===== src/rtl/spv_pkg.sv =====
package spv_pkg;
  localparam int CMD_W = 4;
  localparam int IDX_W = 3;

  typedef enum logic [2:0] {
    PTR_KEEP,
    PTR_INC1,
    PTR_DEC1,
    PTR_PRE1,
    PTR_INC2
  } ptrOp_e;

  typedef struct packed {
    logic             shiftOp;
    logic             rdStb;
    logic             wrStb;
    logic             coreStb;
    logic             startStb;
    logic             driveBit;
    logic [IDX_W-1:0] outIdx;
    logic             clearOe;
    ptrOp_e           ptrOp;
  } dpCtl_t;
endpackage


===== src/rtl/spv_ctrl.sv =====
module spv_ctrl
  import spv_pkg::*;
#(
  parameter int OP_W = 16
) (
  input  logic   clk,
  input  logic   rstN,
  input  logic   progMode,
  input  logic   serClk,
  input  logic   serDataIn,
  output logic   bitIn,
  output dpCtl_t ctl
);
  localparam int FRAME = CMD_W + OP_W;
  localparam int CNT_W = $clog2(FRAME + 1);
  localparam int OUT_BITS = OP_W / 2;
  localparam logic [CNT_W-1:0] LAST_C = CNT_W'(FRAME - 1);
  localparam logic [CNT_W-1:0] OUT_START_C = CNT_W'(FRAME - OUT_BITS);
  localparam logic [CNT_W-1:0] RD_AT_C = CNT_W'(FRAME - OUT_BITS - 1);
  localparam logic [CNT_W-1:0] CMD_END_C = CNT_W'(CMD_W);

  logic [2:0]       clkSync;
  logic [1:0]       dSync;
  logic [CNT_W-1:0] cnt;
  logic [CMD_W-1:0] cmdReg;
  logic riseEv, fallEv, lastFall, rdFall;
  logic isRead, isLatchOut, isWrite, isCore;

  always_ff @(posedge clk) begin
    if (!rstN) begin
      clkSync <= '0;
      dSync   <= '0;
    end else begin
      clkSync <= {clkSync[1:0], serClk};
      dSync   <= {dSync[0], serDataIn};
    end
  end

  assign bitIn  = dSync[1];
  assign riseEv = progMode && clkSync[1] && !clkSync[2];
  assign fallEv = progMode && !clkSync[1] && clkSync[2];

  always_ff @(posedge clk) begin
    if (!rstN || !progMode) begin
      cnt    <= '0;
      cmdReg <= '0;
    end else if (fallEv) begin
      cnt <= (cnt == LAST_C) ? '0 : cnt + 1'b1;
      if (cnt < CMD_END_C) cmdReg <= {bitIn, cmdReg[CMD_W-1:1]};
    end
  end

  assign isRead     = (cmdReg[3:2] == 2'b10);
  assign isLatchOut = (cmdReg == 4'b0010);
  assign isWrite    = (cmdReg[3:2] == 2'b11);
  assign isCore     = (cmdReg == 4'b0000);
  assign lastFall   = fallEv && (cnt == LAST_C);
  assign rdFall     = fallEv && (cnt == RD_AT_C);

  always_comb begin
    ctl          = '0;
    ctl.ptrOp    = PTR_KEEP;
    ctl.shiftOp  = fallEv && (cnt >= CMD_END_C);
    ctl.rdStb    = rdFall && isRead;
    ctl.wrStb    = lastFall && isWrite;
    ctl.startStb = lastFall && isWrite && cmdReg[1];
    ctl.coreStb  = lastFall && isCore;
    ctl.driveBit = riseEv && (isRead || isLatchOut) && (cnt >= OUT_START_C);
    ctl.outIdx   = IDX_W'(cnt - OUT_START_C);
    ctl.clearOe  = lastFall || !progMode;
    if (ctl.rdStb) begin
      unique case (cmdReg[1:0])
        2'b00: ctl.ptrOp = PTR_KEEP;
        2'b01: ctl.ptrOp = PTR_INC1;
        2'b10: ctl.ptrOp = PTR_DEC1;
        default: ctl.ptrOp = PTR_PRE1;
      endcase
    end else if (ctl.wrStb && (cmdReg[1] ^ cmdReg[0])) begin
      ctl.ptrOp = PTR_INC2;
    end
  end
endmodule


===== src/rtl/spv_datapath.sv =====
module spv_datapath
  import spv_pkg::*;
#(
  parameter int PTR_W = 22,
  parameter int OP_W  = 16
) (
  input  logic              clk,
  input  logic              rstN,
  input  dpCtl_t            ctl,
  input  logic              bitIn,
  input  logic              ptrLoadEn,
  input  logic [PTR_W-1:0]  ptrLoadVal,
  input  logic [OP_W/2-1:0] memRdData,
  output logic [PTR_W-1:0]  tablePtr,
  output logic [PTR_W-1:0]  memAddr,
  output logic [OP_W-1:0]   opNext,
  output logic              serDataOut,
  output logic              serDataOe
);
  localparam int BYTE_W = OP_W / 2;

  logic [OP_W-1:0]   opReg;
  logic [BYTE_W-1:0] latchReg;
  logic [PTR_W-1:0]  ptr;

  assign opNext   = {bitIn, opReg[OP_W-1:1]};
  assign memAddr  = (ctl.ptrOp == PTR_PRE1) ? ptr + PTR_W'(1) : ptr;
  assign tablePtr = ptr;

  always_ff @(posedge clk) begin
    if (!rstN) begin
      opReg    <= '0;
      latchReg <= '0;
    end else begin
      if (ctl.shiftOp) opReg <= opNext;
      if (ctl.rdStb)      latchReg <= memRdData;
      else if (ctl.wrStb) latchReg <= opNext[BYTE_W-1:0];
    end
  end

  always_ff @(posedge clk) begin
    if (!rstN) begin
      ptr <= '0;
    end else if (ptrLoadEn) begin
      ptr <= ptrLoadVal;
    end else begin
      unique case (ctl.ptrOp)
        PTR_INC1, PTR_PRE1: ptr <= ptr + PTR_W'(1);
        PTR_DEC1:           ptr <= ptr - PTR_W'(1);
        PTR_INC2:           ptr <= ptr + PTR_W'(2);
        default:            ptr <= ptr;
      endcase
    end
  end

  always_ff @(posedge clk) begin
    if (!rstN || ctl.clearOe) begin
      serDataOut <= 1'b0;
      serDataOe  <= 1'b0;
    end else if (ctl.driveBit) begin
      serDataOut <= latchReg[ctl.outIdx];
      serDataOe  <= 1'b1;
    end
  end
endmodule


===== src/rtl/serial_prog_if.sv =====
module serial_prog_if
  import spv_pkg::*;
#(
  parameter int PTR_W = 22,
  parameter int OP_W  = 16
) (
  input  logic              clk,
  input  logic              rstN,
  input  logic              progMode,
  input  logic              serClk,
  input  logic              serDataIn,
  output logic              serDataOut,
  output logic              serDataOe,
  input  logic              ptrLoadEn,
  input  logic [PTR_W-1:0]  ptrLoadVal,
  output logic [PTR_W-1:0]  tablePtr,
  output logic              memRdReq,
  output logic              memWrReq,
  output logic [PTR_W-1:0]  memAddr,
  output logic [OP_W-1:0]   memWrData,
  input  logic [OP_W/2-1:0] memRdData,
  output logic              progStart,
  output logic              coreValid,
  output logic [OP_W-1:0]   coreInstr
);
  dpCtl_t          ctl;
  logic            bitIn;
  logic [OP_W-1:0] opNext;

  spv_ctrl #(.OP_W(OP_W)) u_ctrl (
    .clk(clk), .rstN(rstN), .progMode(progMode), .serClk(serClk),
    .serDataIn(serDataIn), .bitIn(bitIn), .ctl(ctl)
  );

  spv_datapath #(.PTR_W(PTR_W), .OP_W(OP_W)) u_dp (
    .clk(clk), .rstN(rstN), .ctl(ctl), .bitIn(bitIn),
    .ptrLoadEn(ptrLoadEn), .ptrLoadVal(ptrLoadVal), .memRdData(memRdData),
    .tablePtr(tablePtr), .memAddr(memAddr), .opNext(opNext),
    .serDataOut(serDataOut), .serDataOe(serDataOe)
  );

  assign memRdReq  = ctl.rdStb;
  assign memWrReq  = ctl.wrStb;
  assign progStart = ctl.startStb;
  assign coreValid = ctl.coreStb;
  assign memWrData = opNext;
  assign coreInstr = opNext;
endmodule


===== config.mk =====
export PLATFORM = sky130hd
export DESIGN_NAME = serial_prog_if
export DESIGN_NICKNAME = d
export VERILOG_FILES = /design/src/rtl/spv_pkg.sv /design/src/rtl/spv_ctrl.sv /design/src/rtl/spv_datapath.sv /design/src/rtl/serial_prog_if.sv
export SDC_FILE = /design/constraint.sdc
export NUM_CORES = 1
export LEC_CHECK = 0
export ABC_CLOCK_PERIOD_IN_PS = 2400
export BUFFER_PORTS_ARGS = -buffer_cell sky130_fd_sc_hd__buf_2
export CAP_MARGIN = 20
export CORE_MARGIN = 3
export CORE_UTILIZATION = 49
export CTS_CLUSTER_SIZE = 8
export DETAILED_ROUTE_END_ITERATION = 10
export GPL_TIMING_DRIVEN = 0
export PLACE_DENSITY = 0.87
export SLEW_MARGIN = 20
export SYNTH_ARGS = -nofsm -noshare
export SYNTH_HDL_FRONTEND = slang
export SYNTH_SLANG_ARGS = --single-unit

===== constraint.sdc =====
create_clock -name clk -period 2.4 [get_ports clk]
set_input_delay 0 -clock clk [delete_from_list [all_inputs] [get_ports clk]]
set_output_delay 0 -clock clk [all_outputs]
set_load 0.02 [all_outputs]

==> out/results.tsv <==
stage	metric	value	unit
run_status	status	complete, but fails checks	
run_status	violations	negative setup slack	
power_and_ir_drop	share_seq_of_total_power	40.2	%
placement	placedInstanceArea	5310	sq um
yosys	yosys.area_share.xor_xnor	7.625	%
yosys	synth-adder-area-share	2.996	%
timing	worst-slew-pin-transition	0.8014	ns
final_layout	final_util	70.57	%
power_and_ir_drop	pwr-share-clk	38.9	%
setup_path	cp_cell_sequence	buf_4 > inv_4 > ha_1 > nor3b_4 > nand3_2 > or4_1 > a21oi_1 > o41ai_1 > a21oi_1	
detailed_routing	detail-route-antenna-nets	0	
final_layout	stdcell_area	6305	sq um
worst_hold_path	class_of_the_worst_hold_path	in -> reg	
yosys	number_of_distinct_library_cells_after_synthesis	66	
setup_path	cp.arrival	2.69	ns
timing	max_slew_margin	46.01	%
die	core-area	8934	sq um
yosys	synthSimpleGateAreaFrac	30.04	%
global_route	track_usage	32.02	%
power_and_ir_drop	total_internal_power	0.001856	W
placement	hpwl	12160	um
timing	finalHoldViolCount	0	
setup_path	worstSetupEndpointType	flip-flop	
die	dieWidth	102.8	um
power_and_ir_drop	net-switching-power	0.0008206	W
timing	finalClockSkew	0.01753	ns
final_layout	fillers	693	
timing	timing.final.setup_violations	1	
yosys	synth.top_cell.area_share	26.58	%
die	placement_rows	34	
yosys	leading_register_cell_type_out_of_synthesis	dfxtp_1	
setup_path	cpMostUsedCell	a21oi_1	
timing	finalWorstSetupSlack	-0.02442	ns
yosys	netlist_top_cells_area	dfxtp_1, nand2_1, xnor2_1, a21boi_0, a21oi_1	
setup_path	worst_ep_required_time	2.67	ns
setup_path	path_max_fanout	8	
clocking	clkSlewWorstSetupHoldPaths	0.08	ns
clocking	clock_path_buffers	2	
die	die_y_extent	102.8	um
timing	layout_worst_path_cycle_share	101.0	%
detailed_routing	drt_pre_antenna_iters	7	
detailed_routing	detail_route.wirelength	17800	um
flow_run	max_cap_violations	0	
timing	maximum_frequency_from_static_timing_analysis	412.5	MHz
yosys	netlist_instances	618	
power_and_ir_drop	power	0.002677	W
die	design.die.area	10570	sq um
global_route	largest_net_degree_at_the_start_of_global_routing	13	
yosys	synth-edff-count	0	
setup_path	path_delay_family	simple AND/OR/NAND/NOR gates	
yosys	synth_top_cell_by_area	dfxtp_1	
die	boundary_pin_count	118	
global_route	grt_overflow_total	0	
clocking	tritoncts	done	
final_layout	antenna-diode-count	0	
final_layout	final_layout_size_suffix_gt1_share	31.96	%
detailed_routing	route.vias.total	5827	
setup_path	crit_buf_inv	2	
detailed_routing	starting_drc_count_in_detailed_routing	771	
yosys	netlist_area_before_placement	4594	sq um
yosys	synth.net_count	665	
clocking	root_buffer	clkbuf_8	
power_and_ir_drop	vdd.ir_drop.worst	0.2987	mV
power_and_ir_drop	power_density	424.5	nW/um^2
yosys	synth-async-reset-ratio	0	%
detailed_routing	avgViaCountPerCell	6.410	
power_and_ir_drop	power.share.switching	30.66	%
yosys	synth-compound-area-share	23.28	%
power_and_ir_drop	leak	2.619	nW
placement	place.port_buffers	116	
yosys	synth_top_family_by_area	simple AND/OR/NAND/NOR gates	
final_layout	layout.nets	843	
timing	rsz0062_at_grt	yes	
timing	final.setup.tns	-0.02442	ns
global_route	grt_antenna_before_repair	0	
timing	maxSlewViolCount	0	
detailed_routing	drc_violation_count_after_routing	0	
placement	detailedPlace.worstSlack	-0.4609	ns
setup_path	path_class	reg -> reg	
setup_path	startpoint_type	flip-flop	
clocking	cts_inserted_buffers	9	
yosys	seq_area_frac_synth	26.58	%
yosys	ys_ff_latch	61	
setup_path	critPathMaxStageDelay	0.51	ns
detailed_routing	routedWlPerCell	19.58	um
yosys	syn-mean-instance-area	7.434	sq um
clocking	cts-htree-levels	3	
yosys	post_synth_mux_area_share	1.661	%
global_route	first_pass_grt_wire_length	26570	um
clocking	clock-sinks	61	
final_layout	syn2layout_area_growth	37.23	%
placement	gp_congestion	0.9955	
clocking	clock_insertion_delay_worst_skew	0.35	ns
timing	period_minus_slack	2.424	ns
yosys	synthesis_warnings	0	
die	starting_density_of_the_core	51.43	%
global_route	vias_in_the_first_global_route	5297	
setup_path	slowest_stage	or4_1	
power_and_ir_drop	comb_power_share	20.9	%
## layer usage
| layer | vias up | GRT usage (%) | wire length [um] |
|---|---|---|---|
| li1 | 2574 | - | - |
| met3 | 89 | 7.781 | 2018 |
| met5 | - | 0 | 0 |
| met2 | 460 | 54.92 | 8302 |
| met1 | 2704 | 38.44 | 6633 |
| met4 | 0 | 12.95 | 847 |
## cells in the final DEF, fill, tap and decap left out, types with 7 or more instances in the layout
cell           netlist  routed
buf_4               22      55
nor3_1              19      17
xor2_1              17      17
nor4_1              11       9
o21ai_0             34      32
a21boi_0            24      24
clkbuf_8             0       9
and2_1              10      10
a22oi_1              8       8
inv_1                8       7
or3_1               12      11
and3_1               9       7
nand3_1             24      17
ha_1                11       7
nor2_1              44      42
buf_2               11     121
xnor2_1             23      23
dlygate4sd3_1        0      20
clkbuf_1            28      24
a21oi_1             34      33
nand4_1             10      10
nand2_1            102     100
o221ai_1             9       9
o31ai_1              9       9
and4_1               8       8
dfxtp_1             61      53
## area by class of cell
class | instances | area, sq um | share of cell area, %
repair buffers | 168 | 1041 | 16.51
clock inverters | 6 | 95.09 | 1.508
inverters | 9 | 36.28 | 0.5755
clock buffers | 10 | 127.6 | 2.024
multi-input cells | 487 | 3263 | 51.76
flip-flops and latches | 61 | 1239 | 19.65
well taps | 108 | 135.1 | 2.143
plain buffers | 60 | 367.9 | 5.834
## flip-flops by register name, indices dropped and copies added (netlist names)
signal / flops
u_dp.latchReg: 8
u_dp.opReg: 15
u_ctrl.dSync: 2
u_ctrl.cnt: 5
u_ctrl.clkSync: 3
u_dp.serDataOe: 1
u_ctrl.cmdReg: 4
u_dp.serDataOut: 1
u_dp.tablePtr: 22
## worst reg2reg max path: stages (launching register included)
cell and delay [ns]:
dfxtp_2 0.35, buf_4 0.20, inv_4 0.12, ha_1 0.23, nor3b_4 0.24, nand3_2 0.16, or4_1 0.51, a21oi_1 0.21
o41ai_1 0.10, a21oi_1 0.24
## synthesized netlist by cell type (all sizes together), types with 3 or more instances
cell type and instances:
o22ai 3, o211ai 3, buf 33, and2 11, xnor2 23, a211oi 6, ha 11, nand2 102
a221oi 3, nor3b 4, nor4 13, nor3 21, inv 8, nand4 11, o31ai 9, xor2 17
clkbuf 28, and4 8, a21boi 25, and3 9, a31oi 4, o2111ai 3, a22oi 8, a21oi 35
nand3 24, a211o 4, nor2 44, or3 12, dfxtp 61, o221ai 9, o21ai 34
## timing repair
action / CTS / global route
resized for setup: 51 / 38
setup buffers: 10 / 22
pin swaps: 10 / 15
hold buffers: 20 / 0
hold endpoints to repair: 20 / 0
setup endpoints to repair: 53 / 50
## logic make-up (layout without fill, tap and decap cells)
family	count (synthesis)	count (layout)
buf+inv	70	253
simple gates	271	271
xor+xnor	40	40
mux	5	5
flops	61	61
fa+ha+maj	11	11
compound gates	160	160
## metrics by stage
step,hold slack [ns],std cells
after floorplan,0.1273,618
final,0.01642,909
after global routing,0.03228,909
after detailed placement,0.2171,842
after CTS,0.001743,888
after global placement,0.2226,842
## power groups by stage
stage	registers, W	clock network, W	logic [W]
final	0.00107	0.00104	0.000561
after global routing	0.00108	0.00110	0.000590
after CTS	0.00107	0.00105	0.000508
after detailed placement	0.00110	0	0.000455
after global placement	0.00109	0	0.000448
after floorplan	0.00112	0	0.000273
## path summary, 6_finish.rpt
check / from / endpoint / slack [ns] / cells after the start
min reg2reg: u_ctrl.dSync[0] / u_ctrl.dSync[1] / 0.44 / 1
max: u_dp.tablePtr[0] / u_dp.tablePtr[18] / -0.02 / 9
max reg2reg: u_dp.tablePtr[0] / u_dp.tablePtr[18] / -0.02 / 9
min: ptrLoadVal[18] / u_dp.tablePtr[18] / 0.02 / 3
Note: power is estimated with default switching activity, not from simulation.
